`src/rtl/pinlock_pkg.sv`:
```
package pinlock_pkg;
    localparam int NPINS        = 16;
    localparam int FLD_W        = 4;
    localparam int DW           = 32;
    localparam int AW           = 2;
    localparam int PINS_PER_REG = DW / FLD_W;
    localparam int NREGS        = NPINS / PINS_PER_REG;
    localparam int KEY_POS      = NPINS;

    typedef enum logic [AW-1:0] {
        A_CFG_LO = 2'd0,
        A_CFG_HI = 2'd1,
        A_LOCK   = 2'd2,
        A_SPARE  = 2'd3
    } reg_addr_e;

    typedef enum logic [1:0] {
        SQ_IDLE,
        SQ_ONE,
        SQ_ONE_ZERO,
        SQ_READY
    } seq_state_e;

    typedef struct packed {
        logic             key;
        logic [NPINS-1:0] bits;
    } lock_view_t;

    function automatic logic [DW-1:0] lock_word(input lock_view_t v);
        logic [DW-1:0] w;
        w = '0;
        w[KEY_POS:0] = v;
        return w;
    endfunction
endpackage

```
`src/rtl/pinlock_seq.sv`:
```
module pinlock_seq
    import pinlock_pkg::*;
(
    input  logic             clk,
    input  logic             rst,
    input  logic             lk_wr,
    input  logic             lk_rd,
    input  logic [KEY_POS:0] wfield,
    output lock_view_t       view
);
    seq_state_e       st_q, st_d;
    logic [NPINS-1:0] bits_q;
    logic             key_q, key_d;
    logic             wkey, same;

    assign wkey = wfield[KEY_POS];
    assign same = (wfield[NPINS-1:0] == bits_q);

    always_comb begin
        st_d  = st_q;
        key_d = key_q;
        if (key_q) begin
            st_d = SQ_IDLE;
        end else if (lk_wr) begin
            unique case (st_q)
                SQ_ONE:      st_d = (!wkey && same) ? SQ_ONE_ZERO : (wkey ? SQ_ONE : SQ_IDLE);
                SQ_ONE_ZERO: st_d = (wkey && same)  ? SQ_READY    : (wkey ? SQ_ONE : SQ_IDLE);
                default:     st_d = wkey ? SQ_ONE : SQ_IDLE;
            endcase
        end else if (lk_rd) begin
            st_d = SQ_IDLE;
            if (st_q == SQ_READY) key_d = 1'b1;
        end
    end

    always_ff @(posedge clk) begin
        if (rst) begin
            st_q   <= SQ_IDLE;
            key_q  <= 1'b0;
            bits_q <= '0;
        end else begin
            st_q  <= st_d;
            key_q <= key_d;
            if (lk_wr && !key_q) bits_q <= wfield[NPINS-1:0];
        end
    end

    assign view.key  = key_q;
    assign view.bits = bits_q;
endmodule

```
`src/rtl/pinlock_cfg.sv`:
```
module pinlock_cfg
    import pinlock_pkg::*;
#(
    parameter logic [FLD_W-1:0] FLD_RST = 4'h4
) (
    input  logic                    clk,
    input  logic                    rst,
    input  logic                    we,
    input  logic [DW-1:0]           wdata,
    input  logic [PINS_PER_REG-1:0] hold,
    output logic [DW-1:0]           q
);
    for (genvar p = 0; p < PINS_PER_REG; p++) begin : g_fld
        always_ff @(posedge clk) begin
            if (rst)
                q[p*FLD_W +: FLD_W] <= FLD_RST;
            else if (we && !hold[p])
                q[p*FLD_W +: FLD_W] <= wdata[p*FLD_W +: FLD_W];
        end
    end
endmodule

```
`src/rtl/pinlock_port.sv`:
```
module pinlock_port
    import pinlock_pkg::*;
#(
    parameter logic [FLD_W-1:0] FLD_RST = 4'h4
) (
    input  logic             clk,
    input  logic             rst,
    input  logic             wr_en,
    input  logic             rd_en,
    input  logic [AW-1:0]    addr,
    input  logic [DW-1:0]    wdata,
    output logic [DW-1:0]    rdata,
    output logic [DW-1:0]    cfg_lo,
    output logic [DW-1:0]    cfg_hi,
    output logic             key_active,
    output logic [NPINS-1:0] frozen
);
    reg_addr_e        sel;
    lock_view_t       lview;
    logic [DW-1:0]    cfg [NREGS];

    assign sel = reg_addr_e'(addr);

    pinlock_seq u_seq (
        .clk    (clk),
        .rst    (rst),
        .lk_wr  (wr_en && sel == A_LOCK),
        .lk_rd  (rd_en && sel == A_LOCK),
        .wfield (wdata[KEY_POS:0]),
        .view   (lview)
    );

    assign key_active = lview.key;
    assign frozen     = lview.key ? lview.bits : '0;

    for (genvar g = 0; g < NREGS; g++) begin : g_cfg
        pinlock_cfg #(.FLD_RST(FLD_RST)) u_cfg (
            .clk   (clk),
            .rst   (rst),
            .we    (wr_en && addr == AW'(g)),
            .wdata (wdata),
            .hold  (frozen[g*PINS_PER_REG +: PINS_PER_REG]),
            .q     (cfg[g])
        );
    end

    assign cfg_lo = cfg[0];
    assign cfg_hi = cfg[1];

    always_comb begin
        rdata = '0;
        if (rd_en) begin
            unique case (sel)
                A_CFG_LO: rdata = cfg_lo;
                A_CFG_HI: rdata = cfg_hi;
                A_LOCK:   rdata = lock_word(lview);
                default:  rdata = '0;
            endcase
        end
    end
endmodule

```
`config.mk`:
```
export PLATFORM = sky130hd
export DESIGN_NAME = pinlock_port
export DESIGN_NICKNAME = d
export VERILOG_FILES = /design/src/rtl/pinlock_pkg.sv /design/src/rtl/pinlock_seq.sv /design/src/rtl/pinlock_cfg.sv /design/src/rtl/pinlock_port.sv
export SDC_FILE = /design/constraint.sdc
export NUM_CORES = 1
export LEC_CHECK = 0
export BUFFER_PORTS_ARGS = -buffer_cell sky130_fd_sc_hd__buf_2
export CAP_MARGIN = 40
export CORE_MARGIN = 3
export CORE_UTILIZATION = 54
export DETAILED_ROUTE_END_ITERATION = 8
export GPL_ROUTABILITY_DRIVEN = 0
export PLACE_DENSITY = 0.95
export SYNTH_ARGS = -nofsm -noshare
export SYNTH_HDL_FRONTEND = slang
export SYNTH_SLANG_ARGS = --single-unit
```
`constraint.sdc`:
```
create_clock -name clk -period 2.1 [get_ports clk]
set_input_delay 0.105 -clock clk [delete_from_list [all_inputs] [get_ports clk]]
set_output_delay 0.105 -clock clk [all_outputs]
set_load 0.02 [all_outputs]
```
==> results.json, run 1 <==
{
  "setup_violations": 0,
  "syn_inst": 501,
  "status": "completed",
  "clock_latency_ps": 360,
  "cp-start-kind": "register",
  "clock.fmax_ghz": 0.525,
  "critical-path-top-delay-family": "flip-flops",
  "final_max_slew_viol_count": 0,
  "yosysTopAreaCell": "dfxtp_1",
  "design.portCount": 151,
  "grt_max_degree": 40,
  "rsz0062_at_grt": "no",
  "post_cts_buffers": 0,
  "syn2layout_area_growth_pct": 23.3,
  "viasPerCell": 5.60,
  "fin_skew_ps": 9.86,
  "drt-wirelength-per-cell_um": 16.9,
  "n_antenna_cell": 0,
  "drive_gt1_share_pct": 27.7,
  "ys_seq_area_share_pct": 40.2,
  "dp_hpwl_um": 8970,
  "final_cells": 735,
  "wl_um": 12500,
  "grt_pass1_vias": 4061,
  "timing.final.hold_violations": 0,
  "arrival_ps": 2190,
  "die_h_um": 93.5,
  "port_buffers": 150,
  "synth_area_leaders": "dfxtp_1 (40%), mux2i_1 (16%), nand2_1 (6.9%)",
  "cts_buffers": 9,
  "clkTransAtPathRegs_ps": 90,
  "num_vias": 4118,
  "drt_iter0_drc": 241,
  "yosysUniqueCellTypes": 32,
  "p_per_area_mw_per_mm2": 675,
  "cts_tree": "built",
  "crit_chain": "buf_4, or2_1, nand2_1, a21oi_1",
  "vdd_ir_drop_max_mv": 0.421,
  "relSlewSlack_pct": 50.2,
  "antenna_left": 0,
  "cts_num_sinks": 83,
  "leakagePower_nw": 2.69,
  "antenna_found_initial": 0,
  "dp.cells": 719,
  "grt-ovfl-total": 0,
  "path_max_fanout": 20,
  "yosys_warnings": 0,
  "min_period_over_period_pct": 90.7,
  "start_util_pct": 56.4,
  "dpl_worst_slack_ps": 362,
  "die_area_sq_mm": 0.00874,
  "cp_slowest_stage_delay_ps": 740,
  "grt_pass1_wl_um": 19500,
  "power_mw": 3.44,
  "setup_tns_ps": 0,
  "slowest_stage": "dfxtp_1",
  "cts_max_level": 3,
  "worst_setup_path_end_kind": "register",
  "final_net_count": 673,
  "tightest_slew_ps": 747,
  "grtUsageTotal_pct": 28.2,
  "required_ps": 2380,
  "dr.pass1.iters": 6,
  "setup_ws_ps": 196,
  "synth.top_cell.area_share_pct": 40.2,
  "cts_root_buf": "clkbuf_8",
  "clk_path_buf_depth": 2,
  "drc": 0,
  "synth_fp_nets": 542,
  "num_rows": 31,
  "crit_buf_inv": 1,
  "ys_ff_latch": 83,
  "die_w_um": 93.5,
  "crit_type": "register to register",
  "core-area_sq_mm": 0.00733,
  "cap_violations": 0,
  "syn_area_sq_mm": 0.00413,
  "hp-class": "primary input to register",
  "post-route-min-period_ps": 1900,
  "avgSynthCellArea_sq_um": 8.25
}
power breakdown:
part / switching (mW) / leakage (nW) / internal (mW)
combinational: 0.320 / 1.91 / 0.182
sequential: 0.0508 / 0.676 / 1.63
clock: 0.588 / 0.109 / 0.667
total: 0.959 / 2.69 / 2.48
metal layers:
layer	wire (um)	part of all wire [%]	global-route usage, %	vias up
met3	1040	8.3	6.36	40
met1	4950	40	33.4	1942
li1	-	-	-	1923
met5	0	0	0	-
met4	422	3.4	14.0	0
met2	6040	48	47.6	213
registers in the layout, summed over array words and instances, names as in the netlist:
name / cells
u_seq.key_q: 1
u_seq.st_q: 2
g_cfg.u_cfg.q: 64
u_seq.bits_q: 16
cell usage after synthesis:
cell	n
nand2_1	76
dfxtp_1	83
nor2b_1	2
a22oi_1	1
buf_1	1
xor2_1	15
inv_1	16
and2_1	29
nor3_1	3
a21oi_1	28
nand3b_1	1
ha_1	3
or2_1	1
mux2i_1	68
mux2_2	1
a211o_1	9
a41oi_1	1
clkbuf_1	11
nor2_2	1
nor4_1	4
nand3_1	14
buf_4	2
xnor2_1	1
buf_2	23
nor2_1	63
nand2b_1	13
nor3b_4	1
o21ai_0	19
nand4_1	1
o211ai_1	7
buf_6	2
and3b_1	1
cell type report:
| cell class | instances | area, sq um |
|---|---|---|
| well taps | 99 | 124 |
| fillers | 523 | 2240 |
| repair buffers | 159 | 821 |
| flip-flops and latches | 83 | 1660 |
| clock inverters | 6 | 91.3 |
| clock buffers | 9 | 124 |
| multi-input cells | 363 | 2210 |
| inverters | 16 | 60.1 |
worst min-delay path, stage by stage:
cell and delay (ps):
buf_2 90, mux2i_1 60, nor2_1 80
kinds of logic after synthesis:
family / after synthesis / synth area share (%)
AND/OR/NAND/NOR: 210 / 23.3
flip-flops: 83 / 40.2
AO/OA/AOI/OAI: 65 / 9.26
adder cells (fa/ha/maj): 3 / 0.908
buffers and inverters: 55 / 6.24
XOR/XNOR: 16 / 3.39
multiplexers: 69 / 16.7
timing repair:
item	CTS	global route
endpoints found under the hold margin	1	0
resized for setup	0	0
hold buffers	1	0
final timing paths:
kind	end	from	depth (start not counted)	slack, ps
setup reg to reg	u_seq.bits_q[0]	u_seq.key_q	4	200
hold reg to reg	g_cfg[1].u_cfg.q[21]	g_cfg[1].u_cfg.q[21]	2	480
hold / removal	g_cfg[0].u_cfg.q[19]	wdata[19]	3	0.1
setup / recovery	u_seq.bits_q[0]	u_seq.key_q	4	200
cells in the final DEF (no fill, tap or decap), drive strengths merged:
| cell | synthesis | final |
|---|---|---|
| nor2 | 64 | 64 |
| a41oi | 1 | 1 |
| bufinv | 0 | 2 |
| a211o | 9 | 9 |
| nand3 | 14 | 14 |
| dlygate4sd3 | 0 | 1 |
| nand4 | 1 | 1 |
| inv | 16 | 16 |
| nor3 | 3 | 3 |
| nand2b | 13 | 13 |
| mux2 | 1 | 1 |
| ha | 3 | 3 |
| clkinv | 0 | 4 |
| and3b | 1 | 1 |
| nor3b | 1 | 1 |
| nand2 | 76 | 76 |
| clkbuf | 11 | 9 |
| o21ai | 19 | 19 |
| a21oi | 28 | 28 |
| xnor2 | 1 | 1 |
| xor2 | 15 | 15 |
| nand3b | 1 | 1 |
| nor2b | 2 | 2 |
| o211ai | 7 | 7 |
| a22oi | 1 | 1 |
| or2 | 1 | 1 |
| nor4 | 4 | 4 |
| dfxtp | 83 | 83 |
| buf | 28 | 158 |
| and2 | 29 | 29 |
| mux2i | 68 | 68 |
stage by stage:
stage / utilization (%) / hold WS (ps) / cell area (sq um)
after floorplan: - / 241 / 4130
after global placement: 66.4 / 356 / 4870
after detailed placement: 66.4 / 373 / 4870
after CTS: 69.5 / 2.30 / 5090
after global routing: 69.5 / 12.6 / 5090
final: 69.5 / 0.121 / 5090
Power figures use the tool's default switching activity.
==> run 2, diff against run 1 <==
--- a/config.mk
+++ b/config.mk
@@ -8,10 +8,11 @@
 export BUFFER_PORTS_ARGS = -buffer_cell sky130_fd_sc_hd__buf_2
 export CAP_MARGIN = 40
 export CORE_MARGIN = 3
-export CORE_UTILIZATION = 54
+export CORE_UTILIZATION = 52
 export DETAILED_ROUTE_END_ITERATION = 8
 export GPL_ROUTABILITY_DRIVEN = 0
-export PLACE_DENSITY = 0.95
+export GPL_TIMING_DRIVEN = 0
+export PLACE_DENSITY = 0.92
 export SYNTH_ARGS = -nofsm -noshare
 export SYNTH_HDL_FRONTEND = slang
 export SYNTH_SLANG_ARGS = --single-unit
==> results.json, run 2 (same netlist as run 1, synthesis figures left out) <==
{
  "status": "finished with violations",
  "violations": "hold timing",
  "post_cts_buffers": 0,
  "cts_num_sinks": 83,
  "antenna_found_initial": 0,
  "min_period_over_period_pct": 92.8,
  "leakagePower_nw": 2.76,
  "grt-ovfl-total": 0,
  "fin_skew_ps": 9.17,
  "clock_latency_ps": 370,
  "path_max_fanout": 10,
  "cts_tree": "built",
  "largest_reg_flops": 64,
  "cts_max_level": 3,
  "grt_pass1_wl_um": 20300,
  "seqPwrFrac_pct": 49.6,
  "cts_buffers": 9,
  "n_antenna_cell": 0,
  "p_sw_uw": 989,
  "relSlewSlack_pct": 50.5,
  "setup_violations": 0,
  "p_clk_share_pct": 34.7,
  "syn2layout_area_growth_pct": 26.1,
  "holdWs_ps": -10.2,
  "num_vias": 4309,
  "grtUsageTotal_pct": 29.1,
  "dpl_worst_slack_ps": 410,
  "num_rows": 31,
  "wl_um": 13600,
  "cts_root_buf": "clkbuf_8",
  "reg_top3": "g_cfg.u_cfg.q x64, u_seq.bits_q x16, u_seq.st_q x2",
  "cp-start-kind": "register",
  "viasPerCell": 5.63,
  "clk_path_buf_depth": 2,
  "worst_setup_path_end_kind": "output port",
  "drt_iter0_drc": 315,
  "hp-class": "primary input to register",
  "tightest_slew_ps": 742,
  "start_util_pct": 55.2,
  "clock.fmax_ghz": 0.513,
  "design.portCount": 151,
  "final_cell_mix": "buf_2 (171), dfxtp_1 (83), nand2_1 (76), mux2i_1 (68), nor2_1 (63)",
  "required_ps": 2000,
  "setup_ws_ps": 152,
  "post-route-min-period_ps": 1950,
  "clkTransAtPathRegs_ps": 80,
  "drc": 0,
  "die_h_um": 95.2,
  "layout_commonest_cell": "buf_2",
  "grt_pass1_vias": 4128,
  "sw_frac_of_total_pct": 29.2,
  "drive_gt1_share_pct": 28.9,
  "power_mw": 3.39,
  "dpl_cell_area_sq_mm": 0.00500,
  "final_net_count": 703,
  "die_w_um": 95.2,
  "dp_hpwl_um": 9860,
  "drt-wirelength-per-cell_um": 17.8,
  "crit_type": "register to output port",
  "core-area_sq_mm": 0.00749,
  "rsz0062_at_grt": "no",
  "setup_tns_ps": 0,
  "fillers": 593,
  "top_register": "g_cfg.u_cfg.q",
  "grt_max_degree": 14,
  "p_int_mw": 2.40,
  "dr.pass1.iters": 5,
  "final_max_slew_viol_count": 0,
  "timing.final.hold_violations": 3,
  "cap_violations": 0,
  "fin_area_sq_mm": 0.00521,
  "combPwrFrac_pct": 15.7,
  "die_area_sq_mm": 0.00905,
  "arrival_ps": 1840,
  "antenna_left": 0,
  "port_buffers": 148,
  "vdd_ir_drop_max_mv": 0.431,
  "p_per_area_mw_per_mm2": 651
}
[run 2: cell types whose count changed in the layout (fill, tap and decap cells not counted), sizes merged]
cell         previous run  this run
clkbuf                  9        22
clkinv                  4         3
dlygate4sd3             1         2
clkinvlp                0         1
buf                   158       176
bufinv                  2         1
[run 2: through the flow]
step	util (%)	cells
global placement	66.8	748
floorplan	-	501
finish	69.6	766
global route	69.6	766
CTS	69.6	766
detailed placement	66.8	748
[run 2: path summary, 6_finish.rpt]
check                        from  slack (ps)  cells past startpoint                   end
max                   u_seq.key_q         150                      6             rdata[16]
min                     wdata[28]         -10                      3  g_cfg[0].u_cfg.q[28]
max reg2reg           u_seq.key_q         420                      6  g_cfg[1].u_cfg.q[20]
min reg2reg  g_cfg[1].u_cfg.q[25]         480                      2  g_cfg[1].u_cfg.q[25]
[run 2: power by group through the flow]
stage	combinational (mW)	sequential (mW)	clock, mW
finish	0.532	1.68	1.18
detailed placement	0.518	1.72	0
global placement	0.503	1.71	0
floorplan	0.266	1.76	0
global route	0.567	1.69	1.22
CTS	0.527	1.68	1.16
[run 2: repair_timing]
item	CTS	global route
gates resized for setup	0	0
endpoints found under the hold margin	2	0
hold buffers	2	0
[run 2: area by class of cell]
cell class,count,area (sq um),share of cell area [%]
multi-input cells,363,2210,42.5
clock buffers,11,141,2.71
well taps,99,124,2.38
plain buffers,39,198,3.79
clock inverters,5,52.6,1.01
flip-flops and latches,83,1660,31.9
repair buffers,150,761,14.6
inverters,16,60.1,1.15
[run 2: metal layers]
layer,vias to the layer above,wire [um],part of all wire (%),track usage (%)
li1,1972,-,-,-
met2,257,6650,49,49.4
met1,2032,5350,39,35.5
met5,-,0,0,0
met3,48,1140,8.4,5.05
met4,0,479,3.5,13.8
[run 2: critical path, cell delays in order (launching register included)]
cell,delay (ps)
dfxtp_1,420
buf_2,260
buf_2,270
mux2i_1,100
o21ai_0,130
and2_1,130
buf_2,170
==> run 3, diff against run 2 <==
--- a/config.mk
+++ b/config.mk
@@ -12,6 +12,7 @@
 export DETAILED_ROUTE_END_ITERATION = 8
 export GPL_ROUTABILITY_DRIVEN = 0
 export GPL_TIMING_DRIVEN = 0
+export HOLD_SLACK_MARGIN = 0.08
 export PLACE_DENSITY = 0.92
 export SYNTH_ARGS = -nofsm -noshare
 export SYNTH_HDL_FRONTEND = slang
==> results.json, run 3 (same netlist as run 1, synthesis figures left out) <==
{
  "status": "completed",
  "drt-wirelength-per-cell_um": 18.1,
  "relSlewSlack_pct": 47.4,
  "final_cell_mix": "buf_2 (171), dfxtp_1 (83), nand2_1 (76), mux2i_1 (68), nor2_1 (63)",
  "cap_violations": 0,
  "antenna_left": 0,
  "syn2layout_area_growth_pct": 33.4,
  "core-area_sq_mm": 0.00749,
  "dr.pass1.iters": 5,
  "drive_gt1_share_pct": 27.7,
  "grt_pass1_wl_um": 21800,
  "drc": 0,
  "num_rows": 31,
  "final_net_count": 733,
  "grt_max_degree": 14,
  "power_mw": 3.43,
  "clock_latency_ps": 360,
  "top_register": "g_cfg.u_cfg.q",
  "start_util_pct": 55.2,
  "regToRegSetupSlack_ps": 410,
  "dp_hpwl_um": 9860,
  "port_buffers": 148,
  "post-route-min-period_ps": 1940,
  "viasPerCell": 5.64,
  "timing.final.hold_violations": 0,
  "grtUsageTotal_pct": 31.2,
  "multi_input_area_sq_mm": 0.00221,
  "p_per_area_mw_per_mm2": 623,
  "fin_skew_ps": 11.3,
  "worst_setup_path_end_kind": "output port",
  "num_vias": 4495,
  "drt_iter0_drc": 421,
  "cts_tree": "built",
  "required_ps": 2000,
  "post_cts_resize_count": 0,
  "fillers": 541,
  "cts_num_sinks": 83,
  "fin_util_pct": 73.7,
  "tightest_slew_ps": 789,
  "vdd_ir_drop_max_mv": 0.420,
  "arrival_ps": 1830,
  "rsz0062_at_grt": "no",
  "wl_um": 14500,
  "leakagePower_nw": 2.88,
  "clkTransAtPathRegs_ps": 90,
  "die_h_um": 95.2,
  "design.portCount": 151,
  "die_area_sq_mm": 0.00905,
  "layout_commonest_cell": "buf_2",
  "holdWs_ps": 154,
  "grt_pass1_vias": 4444,
  "clock.fmax_ghz": 0.516,
  "crit_type": "register to output port",
  "cts_buffers": 9,
  "min_period_over_period_pct": 92.2,
  "cp-start-kind": "register",
  "cts_root_buf": "clkbuf_8",
  "clk_path_buf_depth": 2,
  "register_area_sq_mm": 0.00166,
  "final_max_slew_viol_count": 0,
  "setup_tns_ps": 0,
  "antenna_found_initial": 0,
  "die_w_um": 95.2,
  "cts_max_level": 3,
  "largest_reg_flops": 64,
  "setup_violations": 0,
  "path_max_fanout": 10,
  "grt-ovfl-total": 0,
  "hp-class": "primary input to register",
  "reg_top3": "g_cfg.u_cfg.q x64, u_seq.bits_q x16, u_seq.st_q x2"
}
run 3: cell type report:
| type | count | share of cell area, % |
|---|---|---|
| antenna | 1 | 0.0454 |
| buffer | 39 | 3.59 |
| clock buffer | 11 | 2.56 |
| clock inverter | 5 | 0.953 |
| inverter | 16 | 1.09 |
| multi-input combinational | 363 | 40.1 |
| sequential | 83 | 30.1 |
| tap | 99 | 2.25 |
| timing repair buffer | 180 | 19.2 |
run 3: per-stage QoR:
stage                     cell area (sq um)  std cells  setup slack, ps
final                                  5510        797              164
after global routing                   5510        796             90.3
after CTS                              5510        796              201
after detailed placement               5000        748              410
after global placement                 5000        748              497
after floorplan                        4130        501              508
run 3: report_power, final:
group          total [mW]  internal (mW)  switching, mW
sequential           1.68           1.63         0.0509
clock                1.17          0.577          0.591
combinational       0.585          0.232          0.353
run 3: worst paths after layout:
check                                     startpoint                    to  cells after the start
worst min-delay path                           wr_en           u_seq.key_q                      4
worst max register to register           u_seq.key_q  g_cfg[1].u_cfg.q[31]                      6
worst min register to register  g_cfg[1].u_cfg.q[19]  g_cfg[1].u_cfg.q[19]                      2
worst max-delay path                     u_seq.key_q             rdata[16]                      6
run 3: critical path, stage by stage (launching register included):
cell and delay (ps):
dfxtp_1 420, buf_2 260, buf_2 260, mux2i_1 100, o21ai_0 130, and2_1 130
buf_2 170
run 3: repair_timing:
item	4_1_cts	5_1_grt
endpoints found under the hold margin	65	0
setup buffers	0	0
hold buffers	32	0
setup endpoints to repair	0	0
run 3: routing by layer:
layer / up-vias / GRT usage [%] / wire length [um]
met2: 314 / 51.7 / 6950
met1: 2076 / 37.3 / 5530
met5: - / 0 / 0
met3: 69 / 5.92 / 1300
li1: 2036 / - / -
met4: 0 / 18.8 / 683
